==> src/rtl/crs_pkg.sv <==
package crs_pkg;
  typedef enum logic [1:0] {
    OP_INV   = 2'd0,
    OP_CLEAN = 2'd1,
    OP_FLUSH = 2'd2,
    OP_NONE  = 2'd3
  } maint_op_e;

  typedef enum logic [1:0] {
    CMD_LINE_CI   = 2'd0,
    CMD_CLEAN_RNG = 2'd1,
    CMD_INV_RNG   = 2'd2,
    CMD_RSVD      = 2'd3
  } cmd_kind_e;

  typedef enum logic [2:0] {
    ST_IDLE,
    ST_PICK,
    ST_HEAD,
    ST_TAIL,
    ST_CLEAN,
    ST_INV,
    ST_DONE
  } split_st_e;
endpackage

==> src/rtl/crs_edge.sv <==
module crs_edge
  import crs_pkg::*;
#(
  parameter int AW         = 32,
  parameter int LINE_BYTES = 32
) (
  input  maint_op_e         op,
  input  logic [AW-1:0]     start_a,
  input  logic [AW-1:0]     end_a,
  output logic [AW-1:0]     cur0,
  output logic [AW-1:0]     lim0,
  output logic              head_pend,
  output logic [AW-1:0]     head_addr,
  output logic              tail_pend,
  output logic [AW-1:0]     tail_addr
);
  localparam int LB = $clog2(LINE_BYTES);

  function automatic logic [AW-1:0] line_dn(input logic [AW-1:0] a);
    return {a[AW-1:LB], {LB{1'b0}}};
  endfunction

  function automatic logic [AW-1:0] line_up(input logic [AW-1:0] a);
    return line_dn(a + AW'(LINE_BYTES - 1));
  endfunction

  logic start_mis, end_mis;
  logic [AW-1:0] start_fwd;

  assign start_mis = |start_a[LB-1:0];
  assign end_mis   = |end_a[LB-1:0];
  assign start_fwd = start_mis ? line_dn(start_a) + AW'(LINE_BYTES) : start_a;

  always_comb begin
    head_pend = 1'b0;
    tail_pend = 1'b0;
    head_addr = line_dn(start_a);
    tail_addr = line_dn(end_a);
    if (op == OP_INV) begin
      head_pend = start_mis;
      cur0      = start_fwd;
      tail_pend = (start_fwd < end_a) && end_mis;
      lim0      = line_dn(end_a);
    end else begin
      cur0 = line_dn(start_a);
      lim0 = line_up(end_a);
    end
  end
endmodule

==> src/rtl/crs_chunk.sv <==
module crs_chunk #(
  parameter int AW         = 32,
  parameter int LINE_BYTES = 32,
  parameter int MAX_SPAN   = 1024,
  parameter int PAGE_BYTES = 4096
) (
  input  logic [AW-1:0] cur,
  input  logic [AW-1:0] lim,
  output logic          more,
  output logic [AW-1:0] chunk_end,
  output logic [AW-1:0] rng_last
);
  localparam logic [AW:0] SPAN_W  = (AW+1)'(MAX_SPAN);
  localparam logic [AW:0] PG_MASK = (AW+1)'(PAGE_BYTES - 1);

  function automatic logic [AW:0] clamp3(input logic [AW:0] c,
                                         input logic [AW:0] l,
                                         input logic [AW:0] p);
    logic [AW:0] r;
    r = c;
    if (r > l) r = l;
    if (r > p) r = p;
    return r;
  endfunction

  logic [AW:0] cur_w, by_span, by_page, ce_w;

  assign cur_w   = {1'b0, cur};
  assign by_span = cur_w + SPAN_W;
  assign by_page = (cur_w | PG_MASK) + (AW+1)'(1);
  assign ce_w    = clamp3(by_span, {1'b0, lim}, by_page);
  assign more      = cur < lim;
  assign chunk_end = ce_w[AW-1:0];
  assign rng_last  = chunk_end - AW'(LINE_BYTES);

  always_comb begin
    if (more) begin
      a_chunk_progress_r2: assert (ce_w > cur_w && (ce_w - cur_w) <= SPAN_W)
        else $error("chunk does not advance within span");
    end
  end
endmodule

==> src/rtl/cache_range_splitter.sv <==
module cache_range_splitter
  import crs_pkg::*;
#(
  parameter int AW         = 32,
  parameter int LINE_BYTES = 32,
  parameter int MAX_SPAN   = 1024,
  parameter int PAGE_BYTES = 4096
) (
  input  logic          clk,
  input  logic          rst_n,
  input  logic          req_valid,
  output logic          req_ready,
  input  logic [1:0]    req_op,
  input  logic [AW-1:0] req_start,
  input  logic [AW-1:0] req_end,
  input  logic          wt_override,
  output logic          cmd_valid,
  input  logic          cmd_ready,
  output logic [1:0]    cmd_kind,
  output logic [AW-1:0] cmd_start,
  output logic [AW-1:0] cmd_end,
  output logic          done
);
  localparam int LB  = $clog2(LINE_BYTES);
  localparam int PGB = $clog2(PAGE_BYTES);
  localparam logic [AW-1:0] MAX_DELTA = AW'(MAX_SPAN - LINE_BYTES);

  split_st_e st_q, st_d;
  maint_op_e op_q;
  logic      wt_q;
  logic [AW-1:0] cur_q, lim_q, head_addr_q, tail_addr_q;
  logic head_pend_q, tail_pend_q;

  logic [AW-1:0] e_cur0, e_lim0, e_head, e_tail;
  logic e_head_pend, e_tail_pend;
  logic c_more;
  logic [AW-1:0] c_end, c_last;

  logic req_fire, cmd_fire, want_clean, want_inv;
  cmd_kind_e kind;

  crs_edge #(.AW(AW), .LINE_BYTES(LINE_BYTES)) u_edge (
    .op        (maint_op_e'(req_op)),
    .start_a   (req_start),
    .end_a     (req_end),
    .cur0      (e_cur0),
    .lim0      (e_lim0),
    .head_pend (e_head_pend),
    .head_addr (e_head),
    .tail_pend (e_tail_pend),
    .tail_addr (e_tail)
  );

  crs_chunk #(.AW(AW), .LINE_BYTES(LINE_BYTES), .MAX_SPAN(MAX_SPAN),
              .PAGE_BYTES(PAGE_BYTES)) u_chunk (
    .cur       (cur_q),
    .lim       (lim_q),
    .more      (c_more),
    .chunk_end (c_end),
    .rng_last  (c_last)
  );

  assign req_ready = (st_q == ST_IDLE);
  assign req_fire  = req_valid && req_ready;
  assign cmd_valid = (st_q == ST_HEAD) || (st_q == ST_TAIL) ||
                     (st_q == ST_CLEAN) || (st_q == ST_INV);
  assign cmd_fire  = cmd_valid && cmd_ready;
  assign done      = (st_q == ST_DONE);

  // Which range work a chunk needs, given op and write-through override.
  assign want_clean = !wt_q && (op_q == OP_CLEAN || op_q == OP_FLUSH);
  assign want_inv   = (op_q == OP_INV) || (op_q == OP_FLUSH);

  always_comb begin
    case (st_q)
      ST_HEAD, ST_TAIL: kind = CMD_LINE_CI;
      ST_CLEAN:         kind = CMD_CLEAN_RNG;
      ST_INV:           kind = CMD_INV_RNG;
      default:          kind = CMD_RSVD;
    endcase
  end
  assign cmd_kind = kind;

  always_comb begin
    case (st_q)
      ST_HEAD: begin cmd_start = head_addr_q; cmd_end = head_addr_q; end
      ST_TAIL: begin cmd_start = tail_addr_q; cmd_end = tail_addr_q; end
      default: begin cmd_start = cur_q;       cmd_end = c_last;      end
    endcase
  end

  always_comb begin
    st_d = st_q;
    case (st_q)
      ST_IDLE:  if (req_fire) st_d = ST_PICK;
      ST_PICK: begin
        if (head_pend_q)                        st_d = ST_HEAD;
        else if (tail_pend_q)                   st_d = ST_TAIL;
        else if (c_more && want_clean)          st_d = ST_CLEAN;
        else if (c_more && want_inv)            st_d = ST_INV;
        else                                    st_d = ST_DONE;
      end
      ST_HEAD, ST_TAIL: if (cmd_fire) st_d = ST_PICK;
      ST_CLEAN: if (cmd_fire) st_d = (op_q == OP_FLUSH) ? ST_INV : ST_PICK;
      ST_INV:   if (cmd_fire) st_d = ST_PICK;
      ST_DONE:  st_d = ST_IDLE;
      default:  st_d = ST_IDLE;
    endcase
  end

  always_ff @(posedge clk or negedge rst_n) begin
    if (!rst_n) begin
      st_q        <= ST_IDLE;
      op_q        <= OP_NONE;
      wt_q        <= 1'b0;
      cur_q       <= '0;
      lim_q       <= '0;
      head_pend_q <= 1'b0;
      tail_pend_q <= 1'b0;
      head_addr_q <= '0;
      tail_addr_q <= '0;
    end else begin
      st_q <= st_d;
      if (req_fire) begin
        op_q        <= maint_op_e'(req_op);
        wt_q        <= wt_override;
        cur_q       <= e_cur0;
        lim_q       <= e_lim0;
        head_pend_q <= e_head_pend;
        tail_pend_q <= e_tail_pend;
        head_addr_q <= e_head;
        tail_addr_q <= e_tail;
      end else if (cmd_fire) begin
        if (st_q == ST_HEAD) head_pend_q <= 1'b0;
        if (st_q == ST_TAIL) tail_pend_q <= 1'b0;
        if (st_q == ST_INV || (st_q == ST_CLEAN && op_q != OP_FLUSH))
          cur_q <= c_end;
      end
    end
  end

  p_hold_r10: assert property (@(posedge clk) disable iff (!rst_n)
    cmd_valid && !cmd_ready |=> cmd_valid && $stable(cmd_start) &&
                                $stable(cmd_end) && $stable(cmd_kind))
    else $error("stalled command changed");

  p_align_r1: assert property (@(posedge clk) disable iff (!rst_n)
    cmd_valid |-> (cmd_start[LB-1:0] == '0) && (cmd_end[LB-1:0] == '0))
    else $error("unaligned command address");

  p_page_r3: assert property (@(posedge clk) disable iff (!rst_n)
    cmd_valid && kind != CMD_LINE_CI |-> cmd_start[AW-1:PGB] == cmd_end[AW-1:PGB])
    else $error("range crosses a page");

  p_span_r2: assert property (@(posedge clk) disable iff (!rst_n)
    cmd_valid && kind != CMD_LINE_CI |->
      cmd_end >= cmd_start && (cmd_end - cmd_start) <= MAX_DELTA)
    else $error("range exceeds span");

  p_line_single_r4: assert property (@(posedge clk) disable iff (!rst_n)
    cmd_valid && kind == CMD_LINE_CI |-> cmd_start == cmd_end)
    else $error("single-line op with two addresses");

  p_wt_noclean_r8: assert property (@(posedge clk) disable iff (!rst_n)
    cmd_valid && wt_q |-> kind != CMD_CLEAN_RNG)
    else $error("clean issued under write-through override");

  p_flush_pair_r7: assert property (@(posedge clk) disable iff (!rst_n)
    cmd_fire && kind == CMD_CLEAN_RNG && op_q == OP_FLUSH |=>
      cmd_valid && kind == CMD_INV_RNG &&
      cmd_start == $past(cmd_start) && cmd_end == $past(cmd_end))
    else $error("flush clean not followed by matching invalidate");

  p_done_pulse_r10: assert property (@(posedge clk) disable iff (!rst_n)
    done |=> !done && req_ready)
    else $error("done longer than one cycle");

  p_idle_quiet_r11: assert property (@(posedge clk) disable iff (!rst_n)
    req_ready |-> !cmd_valid && !done)
    else $error("activity while idle");
endmodule

==> config.mk <==
export PLATFORM = sky130hd
export DESIGN_NAME = cache_range_splitter
export DESIGN_NICKNAME = d
export VERILOG_FILES = /design/src/rtl/crs_pkg.sv /design/src/rtl/crs_edge.sv /design/src/rtl/crs_chunk.sv /design/src/rtl/cache_range_splitter.sv
export SDC_FILE = /design/constraint.sdc
export NUM_CORES = 1
export LEC_CHECK = 0
export ABC_CLOCK_PERIOD_IN_PS = 11300
export BUFFER_PORTS_ARGS = -buffer_cell sky130_fd_sc_hd__clkbuf_2
export CORE_AREA = 2 2 144 175
export CTS_CLUSTER_SIZE = 40
export DETAILED_ROUTE_END_ITERATION = 8
export DIE_AREA = 0 0 146 177
export HOLD_SLACK_MARGIN = 0.12
export PLACE_DENSITY = 0.75
export SETUP_SLACK_MARGIN = 0.5
export SLEW_MARGIN = 40
export SYNTH_ARGS = -nofsm -noshare
export SYNTH_HDL_FRONTEND = slang
export SYNTH_SLANG_ARGS = --single-unit
==> constraint.sdc <==
create_clock -name clk -period 11.3 [get_ports clk]
set_input_delay 2.26 -clock clk [delete_from_list [all_inputs] [get_ports clk]]
set_output_delay 2.26 -clock clk [all_outputs]
set_load 0.005 [all_outputs]
### Yosys cells after proc, flatten, opt, wreduce, memory -nomap -nowiden

Cells that the tools add are included.

* flip-flop bits (word level): 126

* add/sub/neg operators: 5
* order comparisons: 4
* equal/unequal tests: 12
* multiplexer cells: 28
* reductions and logical operators: 29

Operators by type and width (count)
* 2-to-1 mux 32 bit: 7
* one-hot mux 32 bit (2 select lines): 2
* less-than comparator 32 bit: 2
* adder 32 x 1 -> 33 bit, second input constant: 1
* adder 32 x 11 -> 33 bit, second input constant: 1
* greater-than comparator 33 x 32 -> 1 bit: 1
* greater-than comparator 33 bit: 1
* 2-to-1 mux 33 bit: 1
* adder 32 x 5 -> 32 bit, second input constant: 1
* adder 32 x 6 -> 32 bit, second input constant: 1
* subtractor 32 x 6 -> 32 bit, second input constant: 1
* 2-to-1 mux 3 bit: 6
* one-hot mux 3 bit (4 select lines): 1
* OR reduction 5 bit: 2
* == test 3 bit, second input constant: 3
* 2-to-1 mux 1 bit: 8
* nonzero test 2 bit: 4
* logical AND 1 bit: 7
* == test 3 x 2 -> 1 bit, second input constant: 2
* logical OR 1 bit: 6
* one-hot mux 2 bit (3 select lines): 1
* AND reduction 2 bit: 3
* zero test 2 bit: 2
* 2-to-1 mux 2 bit: 2
* 10 further kinds: 12

### Depth between registers and ports, before layout

Gate-level depths: netlist of run 1.

* depth in word-level cells: 8
* mapped depth: 37
* gate-level depth less buffers: 31

### Hierarchy

A second synthesis of run 1 with hierarchy kept.

* cells, all modules: 1584
* area total of the unflattened synthesis: 13660.6 sq um

Modules (own cells, without submodules)
* cache_range_splitter: times used 1, cells an instance 543, area an instance 6640.1 sq um, sequential area each 3405.8 sq um
* crs_chunk: times used 1, cells an instance 639, area an instance 4241.6 sq um, sequential area each 0.0 sq um
* crs_edge: times used 1, cells an instance 402, area an instance 2778.9 sq um, sequential area each 0.0 sq um

### Worst setup path before layout of run 1

OpenSTA, ideal clock, no wires.

* kind: flip-flop to output port
* start: reg cur_q[12]
* end: out cmd_end[29]
* arrival time: 6921 ps
* required time: 9040 ps
* slack: 2119 ps
* cell stages (with the launch flop): 30
* buffers on the path: 5
* cells stage by stage: dfrtp_1 -> clkbuf_1 -> nand3_1 -> nor4_2 -> nand4_1 -> nor2_1 -> xor2_1 -> ha_1 -> and3_1 -> and4_1 -> a22oi_1 -> nand3_2 -> o21ai_4 -> buf_6 -> clkbuf_1 -> mux2_2 -> ha_1 -> a2111oi_0 -> o21ai_0 -> o221ai_1 -> o211a_1 -> a21oi_4 -> buf_4 -> buf_2 -> or2_2 -> ha_1 -> o211ai_4 -> nor3_4 -> and3_1 -> o31a_1

* word-level cells in the longest chain between the ends: 7
* elaborated cells between the ends (all ways): 8

RTL lines
* start, declared: RTL line cache_range_splitter.sv:31 `logic [AW-1:0] cur_q, lim_q, head_addr_q, tail_addr_q;`
* start signal, assigned: RTL line cache_range_splitter.sv:127 `cur_q <= e_cur0;`
* start signal, assigned: RTL line cache_range_splitter.sv:137 `cur_q <= c_end;`
* adder 32 x 11 -> 33 bit: RTL line crs_chunk.sv:29 `assign by_span = cur_w + SPAN_W;`
* greater-than comparator 33 x 32 -> 1 bit: RTL line crs_chunk.sv:21 `if (r > l) r = l;`
* 2-to-1 mux 33 bit: RTL line crs_chunk.sv:21
* greater-than comparator 33 bit: RTL line crs_chunk.sv:22 `if (r > p) r = p;`
* 2-to-1 mux 32 bit *: RTL line crs_chunk.sv:22
* subtractor 32 x 6 -> 32 bit *: RTL line crs_chunk.sv:34 `assign rng_last = chunk_end - AW'(LINE_BYTES);`
* one-hot mux 32 bit (2 select lines) *: RTL line cache_range_splitter.sv:85 `case (st_q)`
* end, declared: RTL line cache_range_splitter.sv:21 `output logic [AW-1:0] cmd_end,`

Every way passes the cells marked *; elsewhere a longest branch is shown, timed or not.

### Worst setup path in the final report of run 1

* start: reg cur_q[18]
* end: out cmd_end[22]

The elaborated chain is that of the path after synthesis.

==> results.txt, run 1 <==
----------------------------------------------------
[Detailed routing]
  Antenna-violating nets left ... 0
  Post-route DRC ... 0
  Total routed wirelength ... 39600 microns
  Average vias per placed instance ... 5.99
  1st-iter DRT viols ... 1016
  Via count ... 11647
  Initial DRT Pass Iterations ... 5
  Detail-routed net length per standard cell ... 20.3 microns

[Yosys]
  Post-Synthesis Cell Area ... 11900 sq um
  Ranking of synthesized cells by area ... sky130_fd_sc_hd__dfrtp_1 25%, sky130_fd_sc_hd__ha_1 11%, sky130_fd_sc_hd__nand2_1 7.7%, sky130_fd_sc_hd__xnor2_1 6.5%, sky130_fd_sc_hd__o21ai_0 4.4%
  Asr flop ratio synth ... 1.00
  Syn. warnings ... 0
  Average cell area after synthesis ... 7.89 sq um
  Proportion of netlist area held by the largest area contributor ... 0.250
  Most instantiated flip-flop cell in the synthesis netlist ... sky130_fd_sc_hd__dfrtp_1
  Number of enable-type register cells in the synthesized netlist ... 0
  Count of mapped cells out of synthesis ... 1511
  Cell taking the most area after synthesis ... sky130_fd_sc_hd__dfrtp_1
  Sequential share of the synthesized area ... 0.254
  Count of different cell masters after synthesis ... 89
  Number of register bits inferred by synthesis ... 121

[Pwr]
  P_leak ... 6.47 nW
  Share of power burned in registers ... 0.198
  IR Drop Worst-Case VDD ... 0.184 mV
  Logic gate share of total power ... 0.661
  Power spent charging and discharging nets ... 2.31 mW
  Clock power frac ... 0.141
  Switching Fraction ... 0.507
  PD cells ... 335 nW/um^2
  Internal power consumption ... 2.24 mW

[STA]
  Least-Margin Pin Slew ... 713 ps
  Setup-failing EPs final ... 0
  Worst setup margin ... 1000 ps
  Part of the cycle the worst path needs ... 0.911
  Setup repair after global routing missed its margin ... no
  Worst setup skew after layout ... 7.53 ps
  Min Hold Slack ... 466 ps
  Fmax achieved ... 97.1 MHz
  Aggregate negative setup slack ... 0 ps
  Post-route minimum period ... 10300 ps
  Relative slew slack ... 0.524
  Final number of max-transition violations ... 0
  Final count of hold timing violations ... 0

[Worst setup path]
  Crit path arrival time ... 8040 ps
  Delay-heaviest family, CP ... simple AND/OR/NAND/NOR gates
  Required time worst endpoint ... 9040 ps
  Endpoint of the lowest-slack register-to-register path ... cur_q[25]$_DFFE_PN0P_
  Maximum single-stage delay on the critical path ... 600 ps
  Cell at the slowest stage of the critical path ... sky130_fd_sc_hd__a31oi_2
  Endpoint type of the worst setup path ... output port
  Worst reg2reg setup slack ... 4010 ps
  CP Class ... reg -> out
  Critical path buffer and inverter count ... 3
  Count of cells along the worst register-to-register path ... 24
  Worst-path fanout max ... 20
  Worst R2R Start ... cur_q[18]$_DFFE_PN0P_
  CP startpoint kind ... flop

[Placed design]
  I/O Buffers ... 139
  Post-placement cell area ... 12800 sq um
  Setup WS pre-CTS ... 1130 ps
  RD Place Congestion ... 1.00
  Final HPWL from detailed placement ... 31100 microns

[Floorplanning]
  Initial standard-cell utilization of the core ... 0.491
  Die Area ... 25800 sq um
  Width of the die ... 146 microns
  Row Count ... 63
  Height of the chip ... 177 microns
  Core ar. ... 24300 sq um
  Boundary pin count ... 140

[Clocking]
  Clock tree from TritonCTS ... done
  Number of buffers between clock root and the deepest sink ... 2
  Number of hold buffers added after cts ... 0
  H-Tree Depth ... 4
  Clock buffers created by TritonCTS ... 17
  Worst-Skew Late Latency ... 430 ps
  Clock tree root driver cell ... sky130_fd_sc_hd__clkbuf_16
  Clk slew on worst S/H paths ... 60 ps
  Number of sinks on the clock net ... 121

[Worst hold path]
  Class of the tightest hold or removal check ... reg -> reg
  Hold endpoint ... head_addr_q[18]$_DFFE_PN0P_
  Cell count of the worst hold path ... 2
  Startpoint of the tightest hold check path ... head_addr_q[18]$_DFFE_PN0P_

[Cells and area]
  Final layout net count ... 1786
  Non-Filler Cell Area, Final ... 13600 sq um
  Proportion of layout cells with a drive suffix above 1 ... 0.155
  Highest-count cells in the layout ignoring fill and taps ... 243 x sky130_fd_sc_hd__nand2_1, 138 x sky130_fd_sc_hd__clkbuf_2, 117 x sky130_fd_sc_hd__dfrtp_1, 110 x sky130_fd_sc_hd__nor2_1, 107 x sky130_fd_sc_hd__ha_1
  Antenna Cells ... 0
  P&R area growth vs syn ... 13.8%
  Commonest non-fill, non-tap cell in the layout ... sky130_fd_sc_hd__nand2_1

[GRT]
  Wire length of the first global-routing pass ... 62100 microns
  Global-route total usage across every layer ... 0.308
  Sum of overflow across all layers after global routing ... 0
  Largest net degree at the start of global routing ... 97
  Via count of the first global-routing pass ... 11133
  Initial antenna violation count ... 0

[Status]
  Status ... completed

[Flow run]
  Number of max-capacitance violations reported ... 0

----------------------------------------------------
cell usage after synthesis (6+ instances only):
cell type / number
sky130_fd_sc_hd__a211oi_1: 22
sky130_fd_sc_hd__a21o_1: 29
sky130_fd_sc_hd__a21oi_1: 51
sky130_fd_sc_hd__a221o_1: 20
sky130_fd_sc_hd__a22oi_1: 8
sky130_fd_sc_hd__and2_1: 16
sky130_fd_sc_hd__and3_1: 23
sky130_fd_sc_hd__and4_1: 9
sky130_fd_sc_hd__buf_1: 6
sky130_fd_sc_hd__buf_2: 16
sky130_fd_sc_hd__clkbuf_1: 56
sky130_fd_sc_hd__dfrtp_1: 119
sky130_fd_sc_hd__ha_1: 107
sky130_fd_sc_hd__inv_1: 92
sky130_fd_sc_hd__mux2_2: 7
sky130_fd_sc_hd__mux2i_1: 40
sky130_fd_sc_hd__nand2_1: 244
sky130_fd_sc_hd__nand3_1: 49
sky130_fd_sc_hd__nand4_1: 35
sky130_fd_sc_hd__nor2_1: 111
sky130_fd_sc_hd__nor2b_1: 28
sky130_fd_sc_hd__nor3_1: 33
sky130_fd_sc_hd__nor4_1: 11
sky130_fd_sc_hd__o211a_1: 7
sky130_fd_sc_hd__o211ai_1: 6
sky130_fd_sc_hd__o21a_1: 19
sky130_fd_sc_hd__o21ai_0: 105
sky130_fd_sc_hd__or2_2: 8
sky130_fd_sc_hd__or3_1: 8
sky130_fd_sc_hd__xnor2_1: 88
sky130_fd_sc_hd__xor2_1: 47
per-layer routing:
metal | up-vias | track usage | wire length, microns
met1 | 5587 | 0.436 | 17600
met2 | 478 | 0.478 | 17800
met5 | - | 0 | 0
li1 | 5486 | - | -
met4 | 0 | 0.125 | 1490
met3 | 96 | 0.0392 | 2620
through the flow:
stage                     total power, mW  utilization  std cells
final                                4.54        0.558       1946
after global routing                 4.89        0.558       1946
after CTS                            4.48        0.557       1944
after detailed placement             3.81        0.529       1912
after global placement               3.78        0.528       1910
after floorplan                      2.85            -       1515
worst max-delay path by stage:
| stage | startpoint | endpoint | cells after the start |
|---|---|---|---|
| 2_1_floorplan | cur_q[12]$_DFFE_PN0P_ | cmd_end[29] | 29 |
| 3_3_place_gp | cur_q[12]$_DFFE_PN0P_ | cmd_end[25] | 27 |
| 3_5_place_dp | cur_q[12]$_DFFE_PN0P_ | cmd_end[22] | 29 |
| 4_1_cts | cur_q[12]$_DFFE_PN0P_ | cmd_end[22] | 29 |
| 5_1_grt | cur_q[18]$_DFFE_PN0P_ | cmd_end[28] | 27 |
| 6_report | cur_q[18]$_DFFE_PN0P_ | cmd_end[22] | 28 |
layout make-up:
cell class,instances,area (sq um)
clock buffer,21,480
clock inverter,11,215
fill,2328,10700
inverter,92,345
multi-input combinational,1217,8220
sequential,121,3030
tap,325,407
timing repair buffer,159,861
worst min-delay path: stages (launching register included):
cell and delay [ps]:
sky130_fd_sc_hd__dfrtp_1 330, sky130_fd_sc_hd__nand2_1 50, sky130_fd_sc_hd__nand2_1 50
logic make-up (layout without fill, tap and decap cells):
logic type / Yosys count / in the layout / share of synthesized area
XOR/XNOR: 135 / 135 / 0.0992
adder cells (fa/ha/maj): 107 / 107 / 0.112
other: 1 / 5 / 0.000315
AO/OA/AOI/OAI: 332 / 332 / 0.199
multiplexers: 48 / 48 / 0.0421
AND/OR/NAND/NOR: 590 / 590 / 0.233
buffers and inverters: 177 / 283 / 0.0598
flip-flops: 121 / 121 / 0.254
power by group through the flow:
stage | Sequential, mW | Combinational [mW] | Clock (mW)
floorplan | 0.729 | 2.12 | 0
global placement | 0.889 | 2.89 | 0
detailed placement | 0.892 | 2.92 | 0
CTS | 0.884 | 2.94 | 0.648
global route | 0.921 | 3.31 | 0.665
finish | 0.899 | 3.00 | 0.642
flip-flops by register name (all words and copies together) (netlist names):
name and cells:
op_q 2, st_q 3, cur_q 32, wt_q 1
tail_pend_q 1, head_addr_q 27, head_pend_q 1, tail_addr_q 27
lim_q 27
what timing repair did:
action	4_1_cts	5_1_grt
setup endpoints to repair	0	20
hold endpoints to repair	0	0
setup buffers	0	2
resized for setup	0	3
Note: power is estimated with default switching activity, not from simulation.
==> run 2: changes to the inputs <==
--- a/config.mk
+++ b/config.mk
@@ -6,13 +6,14 @@
 export NUM_CORES = 1
 export LEC_CHECK = 0
 export ABC_CLOCK_PERIOD_IN_PS = 11300
-export BUFFER_PORTS_ARGS = -buffer_cell sky130_fd_sc_hd__clkbuf_2
 export CORE_AREA = 2 2 144 175
 export CTS_CLUSTER_SIZE = 40
 export DETAILED_ROUTE_END_ITERATION = 8
 export DIE_AREA = 0 0 146 177
+export DONT_BUFFER_PORTS = 1
 export HOLD_SLACK_MARGIN = 0.12
-export PLACE_DENSITY = 0.75
+export PLACE_DENSITY = 0.7
+export REMOVE_ABC_BUFFERS = 1
 export SETUP_SLACK_MARGIN = 0.5
 export SLEW_MARGIN = 40
 export SYNTH_ARGS = -nofsm -noshare
==> run 2 against run 1 <==
Effect of this change:
- total power is 6.1% lower
- flip-flop and latch count stayed put
- die area stayed put
- combinational power is 6% lower
- clock skew is 7.0 ps higher
- global-route usage is 0.22 points lower
- critical path depth is 1 higher
- sequential share of layout area is 1.4 points higher
- clock-buffer cell count is 1 lower
- largest cell class unchanged
==> results.txt, run 2 (same netlist as run 1, synthesis figures left out) <==
----------------------------------------------------
[Detailed routing]
  Antenna-violating nets left ... 0 (unchanged)
  Detail-routed net length per standard cell ... 21.9 microns (was 20.3 microns)
  Via count ... 11001 (was 11647)
  Average vias per placed instance ... 6.09 (was 5.99)
  Post-route DRC ... 0 (unchanged)
  1st-iter DRT viols ... 1013 (was 1016)
  Total routed wirelength ... 39600 microns (about the same)
  Initial DRT Pass Iterations ... 5 (unchanged)

[Worst setup path]
  Worst setup path startpoint ... cur_q[13]$_DFFE_PN0P_ (was cur_q[18]$_DFFE_PN0P_)
  Cell at the slowest stage of the critical path ... sky130_fd_sc_hd__dfrtp_1 (was sky130_fd_sc_hd__a31oi_2)
  Count of cells along the worst register-to-register path ... 26 (was 24)
  CP startpoint kind ... flop (unchanged)
  Worst R2R Start ... cur_q[13]$_DFFE_PN0P_ (was cur_q[18]$_DFFE_PN0P_)
  Critical path buffer and inverter count ... 2 (was 3)
  Required time worst endpoint ... 9040 ps (about the same)
  Maximum single-stage delay on the critical path ... 480 ps (was 600 ps)
  Delay-heaviest family, CP ... simple AND/OR/NAND/NOR gates (unchanged)
  Crit path arrival time ... 8160 ps (was 8040 ps)
  Worst reg2reg setup slack ... 3890 ps (was 4010 ps)
  Worst-path fanout max ... 21 (was 20)
  Endpoint type of the worst setup path ... output port (unchanged)
  CP Class ... reg -> out (unchanged)
  Endpoint of the lowest-slack register-to-register path ... cur_q[15]$_DFFE_PN0P_ (was cur_q[25]$_DFFE_PN0P_)
  Worst path most repeated cell ... sky130_fd_sc_hd__ha_1

[Pwr]
  Post-route total power ... 4.27 mW (was 4.54 mW)
  IR Drop Worst-Case VDD ... 0.291 mV (was 0.184 mV)
  Switching Fraction ... 0.523 (was 0.507)
  P_leak ... 5.86 nW (was 6.47 nW)
  Internal power consumption ... 2.03 mW (was 2.24 mW)
  Power spent charging and discharging nets ... 2.23 mW (was 2.31 mW)
  PD cells ... 334 nW/um^2 (was 335 nW/um^2)
  Logic gate share of total power ... 0.659 (was 0.661)
  Clock power frac ... 0.132 (was 0.141)
  Share of power burned in registers ... 0.209 (was 0.198)

[GRT]
  Sum of overflow across all layers after global routing ... 0 (unchanged)
  Met1 track demand over resource ... 0.415 (was 0.436)
  Largest net degree at the start of global routing ... 122 (was 97)
  Fraction of met2 tracks used by global routing ... 0.496 (was 0.478)
  GR met3 Demand/Resource ... 0.0508 (was 0.0392)
  Global-route total usage across every layer ... 0.306 (was 0.308)
  Initial antenna violation count ... 0 (unchanged)
  Global route hottest layer ... met2 (unchanged)
  Wire length of the first global-routing pass ... 61100 microns (was 62100 microns)
  Via count of the first global-routing pass ... 10340 (was 11133)

[STA]
  Setup repair after global routing missed its margin ... no (unchanged)
  Final number of max-transition violations ... 0 (unchanged)
  Fmax achieved ... 96.0 MHz (was 97.1 MHz)
  Setup-failing EPs final ... 0 (unchanged)
  Post-route minimum period ... 10420 ps (was 10300 ps)
  Min Hold Slack ... 465 ps (was 466 ps)
  Relative slew slack ... 0.428 (was 0.524)
  Aggregate negative setup slack ... 0 ps (unchanged)
  Final count of hold timing violations ... 0 (unchanged)
  Worst setup skew after layout ... 14.5 ps (was 7.53 ps)
  Part of the cycle the worst path needs ... 0.922 (was 0.911)
  Least-Margin Pin Slew ... 857 ps (was 713 ps)

[Worst hold path]
  Startpoint of the tightest hold check path ... head_addr_q[15]$_DFFE_PN0P_ (was head_addr_q[18]$_DFFE_PN0P_)
  Cell count of the worst hold path ... 2 (unchanged)
  Class of the tightest hold or removal check ... reg -> reg (unchanged)
  Hold endpoint ... head_addr_q[15]$_DFFE_PN0P_ (was head_addr_q[18]$_DFFE_PN0P_)

[Floorplanning]
  Height of the chip ... 177 microns (unchanged)
  Core ar. ... 24300 sq um (unchanged)
  Row Count ... 63 (unchanged)
  Die Area ... 25800 sq um (unchanged)
  Boundary pin count ... 140 (unchanged)
  Initial standard-cell utilization of the core ... 0.491 (unchanged)
  Width of the die ... 146 microns (unchanged)

[Clocking]
  H-Tree Depth ... 4 (unchanged)
  Clk slew on worst S/H paths ... 60 ps (about the same)
  Number of buffers between clock root and the deepest sink ... 2 (unchanged)
  Worst-Skew Late Latency ... 440 ps (was 430 ps)
  Clock tree root driver cell ... sky130_fd_sc_hd__clkbuf_16 (unchanged)
  Clock tree from TritonCTS ... done (unchanged)
  Number of hold buffers added after cts ... 0 (unchanged)
  Number of sinks on the clock net ... 121 (unchanged)
  Clock buffers created by TritonCTS ... 17 (unchanged)

[Placed design]
  RD Place Congestion ... 0.988 (was 1.00)
  I/O Buffers ... 0 (was 139)
  Final HPWL from detailed placement ... 30700 microns (was 31100 microns)
  Post-placement cell area ... 12100 sq um (was 12800 sq um)

[Status]
  Status ... completed (unchanged)

[Cells and area]
  Commonest non-fill, non-tap cell in the layout ... sky130_fd_sc_hd__nand2_1 (unchanged)
  Proportion of layout cells with a drive suffix above 1 ... 0.0763 (was 0.155)
  Antenna Cells ... 0 (unchanged)
  FILL cells ... 2411 (was 2328)
  Highest-count cells in the layout ignoring fill and taps ... 243 x sky130_fd_sc_hd__nand2_1, 117 x sky130_fd_sc_hd__dfrtp_1, 110 x sky130_fd_sc_hd__nor2_1, 107 x sky130_fd_sc_hd__ha_1, 105 x sky130_fd_sc_hd__o21ai_0 (was 243 x sky130_fd_sc_hd__nand2_1, 138 x sky130_fd_sc_hd__clkbuf_2, 117 x sky130_fd_sc_hd__dfrtp_1, 110 x sky130_fd_sc_hd__nor2_1, 107 x sky130_fd_sc_hd__ha_1)
  Utilization of the core after routing ... 0.526 (was 0.558)
  P&R area growth vs syn ... 7.16% (was 13.8%)
  Flip-flop count of the largest register after layout ... 32 (unchanged)
  Final layout net count ... 1646 (was 1786)
  Non-Filler Cell Area, Final ... 12800 sq um (was 13600 sq um)
  Most flops, register ... cur_q (unchanged)

[Flow run]
  Number of max-capacitance violations reported ... 0 (unchanged)

----------------------------------------------------
[run 2: cell count changes in the layout (fill, tap and decap cells not counted), moves of 2 or more]
cell,change
sky130_fd_sc_hd__clkinvlp_4,-3
sky130_fd_sc_hd__clkinv_4,+3
sky130_fd_sc_hd__clkbuf_2,-138
sky130_fd_sc_hd__bufinv_16,-3
sky130_fd_sc_hd__clkbuf_8,-2
sky130_fd_sc_hd__clkinv_2,+4
[run 2: repair_timing]
item,4_1_cts,5_1_grt
endpoints found under the setup margin,0,19
gates resized for setup,0,5
setup buffers,0,2
[run 2: layer usage]
metal	vias up	routed length [microns]
li1	5213	-
met1	5291	17300
met2	435	18500
met3	62	2700
met4	0	988
met5	-	0
[run 2: power groups by stage]
stage                     clock (mW)  combinational [mW]  sequential, mW
final                          0.563                2.81           0.891
after global routing           0.589                3.08           0.917
after CTS                      0.572                2.73           0.882
after detailed placement           0                2.71           0.889
after global placement             0                2.71           0.883
after floorplan                    0                1.97           0.800
[run 2: final cells by class]
type                            count  area, sq um  share of cell area
Multi-Input combinational cell   1217         8230               0.644
Sequential cell                   121         3030               0.237
Clock buffer                       20          457              0.0358
Tap cell                          325          407              0.0318
Inverter                           92          345              0.0270
Timing Repair Buffer               19          151              0.0119
Clock inverter                     12          149              0.0117
[run 2: metrics by stage]
step	setup WS (ps)	cells
after global placement	1200	1770
after detailed placement	1020	1771
after floorplan	2100	1430
after global routing	502	1806
after CTS	509	1803
final	879	1806
[run 2: worst max-delay path by stage]
stage / endpoint / slack (ps) / cells past startpoint
final: cmd_end[29] / 880 / 29
after global routing: cmd_end[19] / 500 / 29
after detailed placement: cmd_end[29] / 1020 / 25
after global placement: cmd_end[19] / 1200 / 25
after CTS: cmd_end[29] / 510 / 25
after floorplan: cmd_end[27] / 2100 / 25
[run 2: tightest hold or removal path, stage by stage (launching register included)]
cell	delay [ps]
sky130_fd_sc_hd__dfrtp_1	330
sky130_fd_sc_hd__nand2_1	50
sky130_fd_sc_hd__nand2_1	60
==> run 3: changes to the inputs <==
--- a/config.mk
+++ b/config.mk
@@ -5,14 +5,15 @@
 export SDC_FILE = /design/constraint.sdc
 export NUM_CORES = 1
 export LEC_CHECK = 0
+export ABC_AREA = 1
 export ABC_CLOCK_PERIOD_IN_PS = 11300
-export CORE_AREA = 2 2 144 175
+export CORE_AREA = 2 2 142 172
 export CTS_CLUSTER_SIZE = 40
 export DETAILED_ROUTE_END_ITERATION = 8
-export DIE_AREA = 0 0 146 177
+export DIE_AREA = 0 0 144 174
 export DONT_BUFFER_PORTS = 1
 export HOLD_SLACK_MARGIN = 0.12
-export PLACE_DENSITY = 0.7
+export PLACE_DENSITY = 0.71
 export REMOVE_ABC_BUFFERS = 1
 export SETUP_SLACK_MARGIN = 0.5
 export SLEW_MARGIN = 40
==> run 3 against run 2 <==
Effect of this change:
- die area down 3.0%
- largest power group unchanged
- combinational power up 10%
- critical path depth up 5
- largest cell class unchanged
- sequential share of layout area up 0.62 points
- sequential power down 11%
- highest routed layer unchanged
- worst setup slack better by 300 ps
- register-to-register slack better by 380 ps
==> results.txt, run 3 <==
----------------------------------------------------
[Status]
  Status ... completed (unchanged)

[Worst setup path]
  Required time worst endpoint ... 9040 ps (about the same)
  Maximum single-stage delay on the critical path ... 490 ps (was 480 ps)
  Worst R2R Start ... cur_q[12]$_DFFE_PN0P_ (was cur_q[13]$_DFFE_PN0P_)
  CP startpoint kind ... flop (unchanged)
  Worst path most repeated cell ... sky130_fd_sc_hd__nand2_1 (was sky130_fd_sc_hd__ha_1)
  Cell at the slowest stage of the critical path ... sky130_fd_sc_hd__dfrtp_1 (unchanged)
  Endpoint type of the worst setup path ... output port (unchanged)
  Crit path arrival time ... 7860 ps (was 8160 ps)
  Worst-path fanout max ... 54 (was 21)
  CP Class ... reg -> out (unchanged)
  Worst setup path startpoint ... cur_q[12]$_DFFE_PN0P_ (was cur_q[13]$_DFFE_PN0P_)

[STA]
  Fmax achieved ... 98.8 MHz (was 96.0 MHz)
  Least-Margin Pin Slew ... 816 ps (was 857 ps)
  Setup-failing EPs final ... 0 (unchanged)
  Worst setup skew after layout ... 8.68 ps (was 14.5 ps)
  Worst setup margin ... 1180 ps (was 879 ps)
  Final number of max-transition violations ... 0 (unchanged)
  Post-route minimum period ... 10120 ps (was 10420 ps)
  Setup repair after global routing missed its margin ... no (unchanged)
  Final count of hold timing violations ... 0 (unchanged)
  Relative slew slack ... 0.456 (was 0.428)
  Part of the cycle the worst path needs ... 0.896 (was 0.922)
  Aggregate negative setup slack ... 0 ps (unchanged)

[GRT]
  Sum of overflow across all layers after global routing ... 0 (unchanged)
  Largest net degree at the start of global routing ... 122 (unchanged)
  Wire length of the first global-routing pass ... 62800 microns (was 61100 microns)
  Via count of the first global-routing pass ... 11150 (was 10340)
  Initial antenna violation count ... 0 (unchanged)
  Global-route total usage across every layer ... 0.330 (was 0.306)

[Clocking]
  Clock tree from TritonCTS ... done (unchanged)
  Worst-Skew Late Latency ... 430 ps (was 440 ps)
  H-Tree Depth ... 4 (unchanged)
  Setup fix buffers added after clock tree synthesis ... 0 (unchanged)
  Clock buffers created by TritonCTS ... 17 (unchanged)
  Resized Gates After CTS ... 0 (unchanged)
  Clk slew on worst S/H paths ... 60 ps (about the same)
  Number of buffers between clock root and the deepest sink ... 2 (unchanged)
  Number of hold buffers added after cts ... 0 (unchanged)
  Number of sinks on the clock net ... 121 (unchanged)
  Clock tree root driver cell ... sky130_fd_sc_hd__clkbuf_16 (unchanged)

[Cells and area]
  Most flops, register ... cur_q (unchanged)
  Flip-flop count of the largest register after layout ... 32 (unchanged)
  Proportion of layout cells with a drive suffix above 1 ... 0.0729 (was 0.0763)
  Highest-count cells in the layout ignoring fill and taps ... 401 x sky130_fd_sc_hd__nand2_1, 244 x sky130_fd_sc_hd__inv_1, 162 x sky130_fd_sc_hd__o21ai_0, 119 x sky130_fd_sc_hd__nor2_1, 119 x sky130_fd_sc_hd__dfrtp_1 (was 243 x sky130_fd_sc_hd__nand2_1, 117 x sky130_fd_sc_hd__dfrtp_1, 110 x sky130_fd_sc_hd__nor2_1, 107 x sky130_fd_sc_hd__ha_1, 105 x sky130_fd_sc_hd__o21ai_0)
  P&R area growth vs syn ... 7.38% (was 7.16%)
  Commonest non-fill, non-tap cell in the layout ... sky130_fd_sc_hd__nand2_1 (unchanged)
  Final layout net count ... 1853 (was 1646)
  FILL cells ... 2343 (was 2411)
  Antenna Cells ... 0 (unchanged)

[Floorplanning]
  Boundary pin count ... 140 (unchanged)
  Width of the die ... 144 microns (was 146 microns)
  Die Area ... 25100 sq um (was 25800 sq um)
  Initial standard-cell utilization of the core ... 0.493 (was 0.491)
  Core ar. ... 23500 sq um (was 24300 sq um)
  Row Count ... 62 (was 63)
  Height of the chip ... 174 microns (was 177 microns)

[Yosys]
  Synth cell count leaders ... 401 x sky130_fd_sc_hd__nand2_1, 245 x sky130_fd_sc_hd__inv_1, 162 x sky130_fd_sc_hd__o21ai_0 (was 244 x sky130_fd_sc_hd__nand2_1, 119 x sky130_fd_sc_hd__dfrtp_1, 111 x sky130_fd_sc_hd__nor2_1)
  Cell taking the most area after synthesis ... sky130_fd_sc_hd__dfrtp_1 (unchanged)
  Number of register bits inferred by synthesis ... 121 (unchanged)
  Cell with the most instances after synthesis ... sky130_fd_sc_hd__nand2_1 (unchanged)
  Post-Synthesis Cell Area ... 11600 sq um (was 11900 sq um)
  Count of different cell masters after synthesis ... 60 (was 89)
  Average cell area after synthesis ... 6.83 sq um (was 7.89 sq um)
  Proportion of netlist area held by the largest area contributor ... 0.257 (was 0.250)
  Number of enable-type register cells in the synthesized netlist ... 0 (unchanged)
  Most instantiated flip-flop cell in the synthesis netlist ... sky130_fd_sc_hd__dfrtp_1 (unchanged)
  Syn. warnings ... 0 (unchanged)
  Sequential share of the synthesized area ... 0.262 (was 0.254)
  Asr flop ratio synth ... 1.00 (unchanged)
  Count of mapped cells out of synthesis ... 1695 (was 1511)
  Ranking of synthesized cells by area ... sky130_fd_sc_hd__dfrtp_1 26%, sky130_fd_sc_hd__nand2_1 13%, sky130_fd_sc_hd__ha_1 12%, sky130_fd_sc_hd__inv_1 7.9%, sky130_fd_sc_hd__o21ai_0 7.0% (was sky130_fd_sc_hd__dfrtp_1 25%, sky130_fd_sc_hd__ha_1 11%, sky130_fd_sc_hd__nand2_1 7.7%, sky130_fd_sc_hd__xnor2_1 6.5%, sky130_fd_sc_hd__o21ai_0 4.4%)

[Pwr]
  Share of power burned in registers ... 0.178 (was 0.209)
  P_leak ... 6.13 nW (was 5.86 nW)
  IR Drop Worst-Case VDD ... 0.133 mV (was 0.291 mV)
  Switching Fraction ... 0.570 (was 0.523)
  PD cells ... 358 nW/um^2 (was 334 nW/um^2)
  Logic gate share of total power ... 0.694 (was 0.659)
  Clock power frac ... 0.127 (was 0.132)
  Power spent charging and discharging nets ... 2.53 mW (was 2.23 mW)
  Internal power consumption ... 1.91 mW (was 2.03 mW)

[Flow run]
  Number of max-capacitance violations reported ... 0 (unchanged)

[Detailed routing]
  Via count ... 11783 (was 11001)
  Post-route DRC ... 0 (unchanged)
  Average vias per placed instance ... 5.87 (was 6.09)
  Antenna-violating nets left ... 0 (unchanged)
  Total routed wirelength ... 40600 microns (was 39600 microns)
  Initial DRT Pass Iterations ... 5 (unchanged)
  Detail-routed net length per standard cell ... 20.2 microns (was 21.9 microns)
  1st-iter DRT viols ... 1333 (was 1013)

[Placed design]
  Final HPWL from detailed placement ... 31800 microns (was 30700 microns)
  Setup WS pre-CTS ... 1510 ps (was 1020 ps)
  I/O Buffers ... 0 (unchanged)
  RD Place Congestion ... 1.05 (was 0.988)

[Worst hold path]
  Class of the tightest hold or removal check ... reg -> reg (unchanged)
  Startpoint of the tightest hold check path ... wt_q$_DFFE_PN0P_ (was head_addr_q[15]$_DFFE_PN0P_)

----------------------------------------------------
-- run 3: cell count changes after synthesis, sizes merged, moves of 30 or more --
cell and change:
nand2 +199, inv +157, xnor2 -82, o21ai +61, nand3 +41, mux2i -38, o221ai +30
-- run 3: kinds of logic (layout without fill, tap and decap cells) --
group                      count (synthesis)  count (layout)  share of synthesized area
muxes                                      3               3                    0.00259
DFF                                      121             121                      0.262
buffers and inverters                    304             292                      0.107
xor gates and xnor gates                  50              50                     0.0378
other                                      1               5                   0.000324
AOI/OAI and AO/OA                        351             351                      0.181
adders and majority gates                107             107                      0.116
and+or+nand+nor                          758             758                      0.294
-- run 3: power by group through the flow --
stage                     clock network, mW  registers (mW)  logic (mW)
after floorplan                           0           0.741        2.18
after global placement                    0           0.787        2.97
after detailed placement                  0           0.792        3.01
after CTS                             0.575           0.786        3.03
after global routing                  0.589           0.816        3.44
final                                 0.566           0.793        3.09
-- run 3: final cells by class --
| cell class | instances | area [sq um] | area share |
|---|---|---|---|
| clock buffer | 17 | 425 | 0.0342 |
| clock inverter | 14 | 175 | 0.0141 |
| inverter | 251 | 943 | 0.0758 |
| multi-input combinational | 1274 | 7370 | 0.592 |
| sequential | 121 | 3030 | 0.244 |
| tap | 320 | 400 | 0.0322 |
| timing repair buffer | 10 | 95.1 | 0.00765 |
-- run 3: path summary, 6_finish.rpt --
path / to / slack (ps) / cells after the start
setup reg to reg: cur_q[30]$_DFFE_PN0P_ / 4270 / 30
hold reg to reg: wt_q$_DFFE_PN0P_ / 470 / 2
max in group asynchronous: op_q[1]$_DFFE_PN1P_ / 9500 / 0
min in group asynchronous: head_addr_q[5]$_DFFE_PN0P_ / 1530 / 0
hold / removal: wt_q$_DFFE_PN0P_ / 470 / 2
setup / recovery: cmd_end[28] / 1180 / 34
-- run 3: per-layer routing --
| layer | up-vias | track usage | share of wire |
|---|---|---|---|
| li1 | 5610 | - | - |
| met5 | - | 0 | 0 |
| met1 | 5575 | 0.452 | 0.43 |
| met3 | 97 | 0.0543 | 0.072 |
| met4 | 0 | 0.142 | 0.042 |
| met2 | 501 | 0.513 | 0.46 |
-- run 3: critical path: cells and delay by family, from the launching register on --
family                     cells  cell delay, ps
DFF                            1             490
adders and majority gates      2             710
buffers and inverters          1             180
xor gates and xnor gates       1             250
AOI/OAI and AO/OA              3             550
and+or+nand+nor               27            5180
-- run 3: stage by stage --
stage / area, sq um / utilization / cells / hold WS [ps] / power [mW]
after floorplan: 11300 / - / 1646 / 443 / 2.92
after global placement: 11800 / 0.502 / 1975 / 454 / 3.76
after detailed placement: 11800 / 0.503 / 1976 / 459 / 3.80
after CTS: 12400 / 0.528 / 2007 / 474 / 4.39
after global routing: 12400 / 0.529 / 2007 / 497 / 4.84
final: 12400 / 0.529 / 2007 / 470 / 4.45
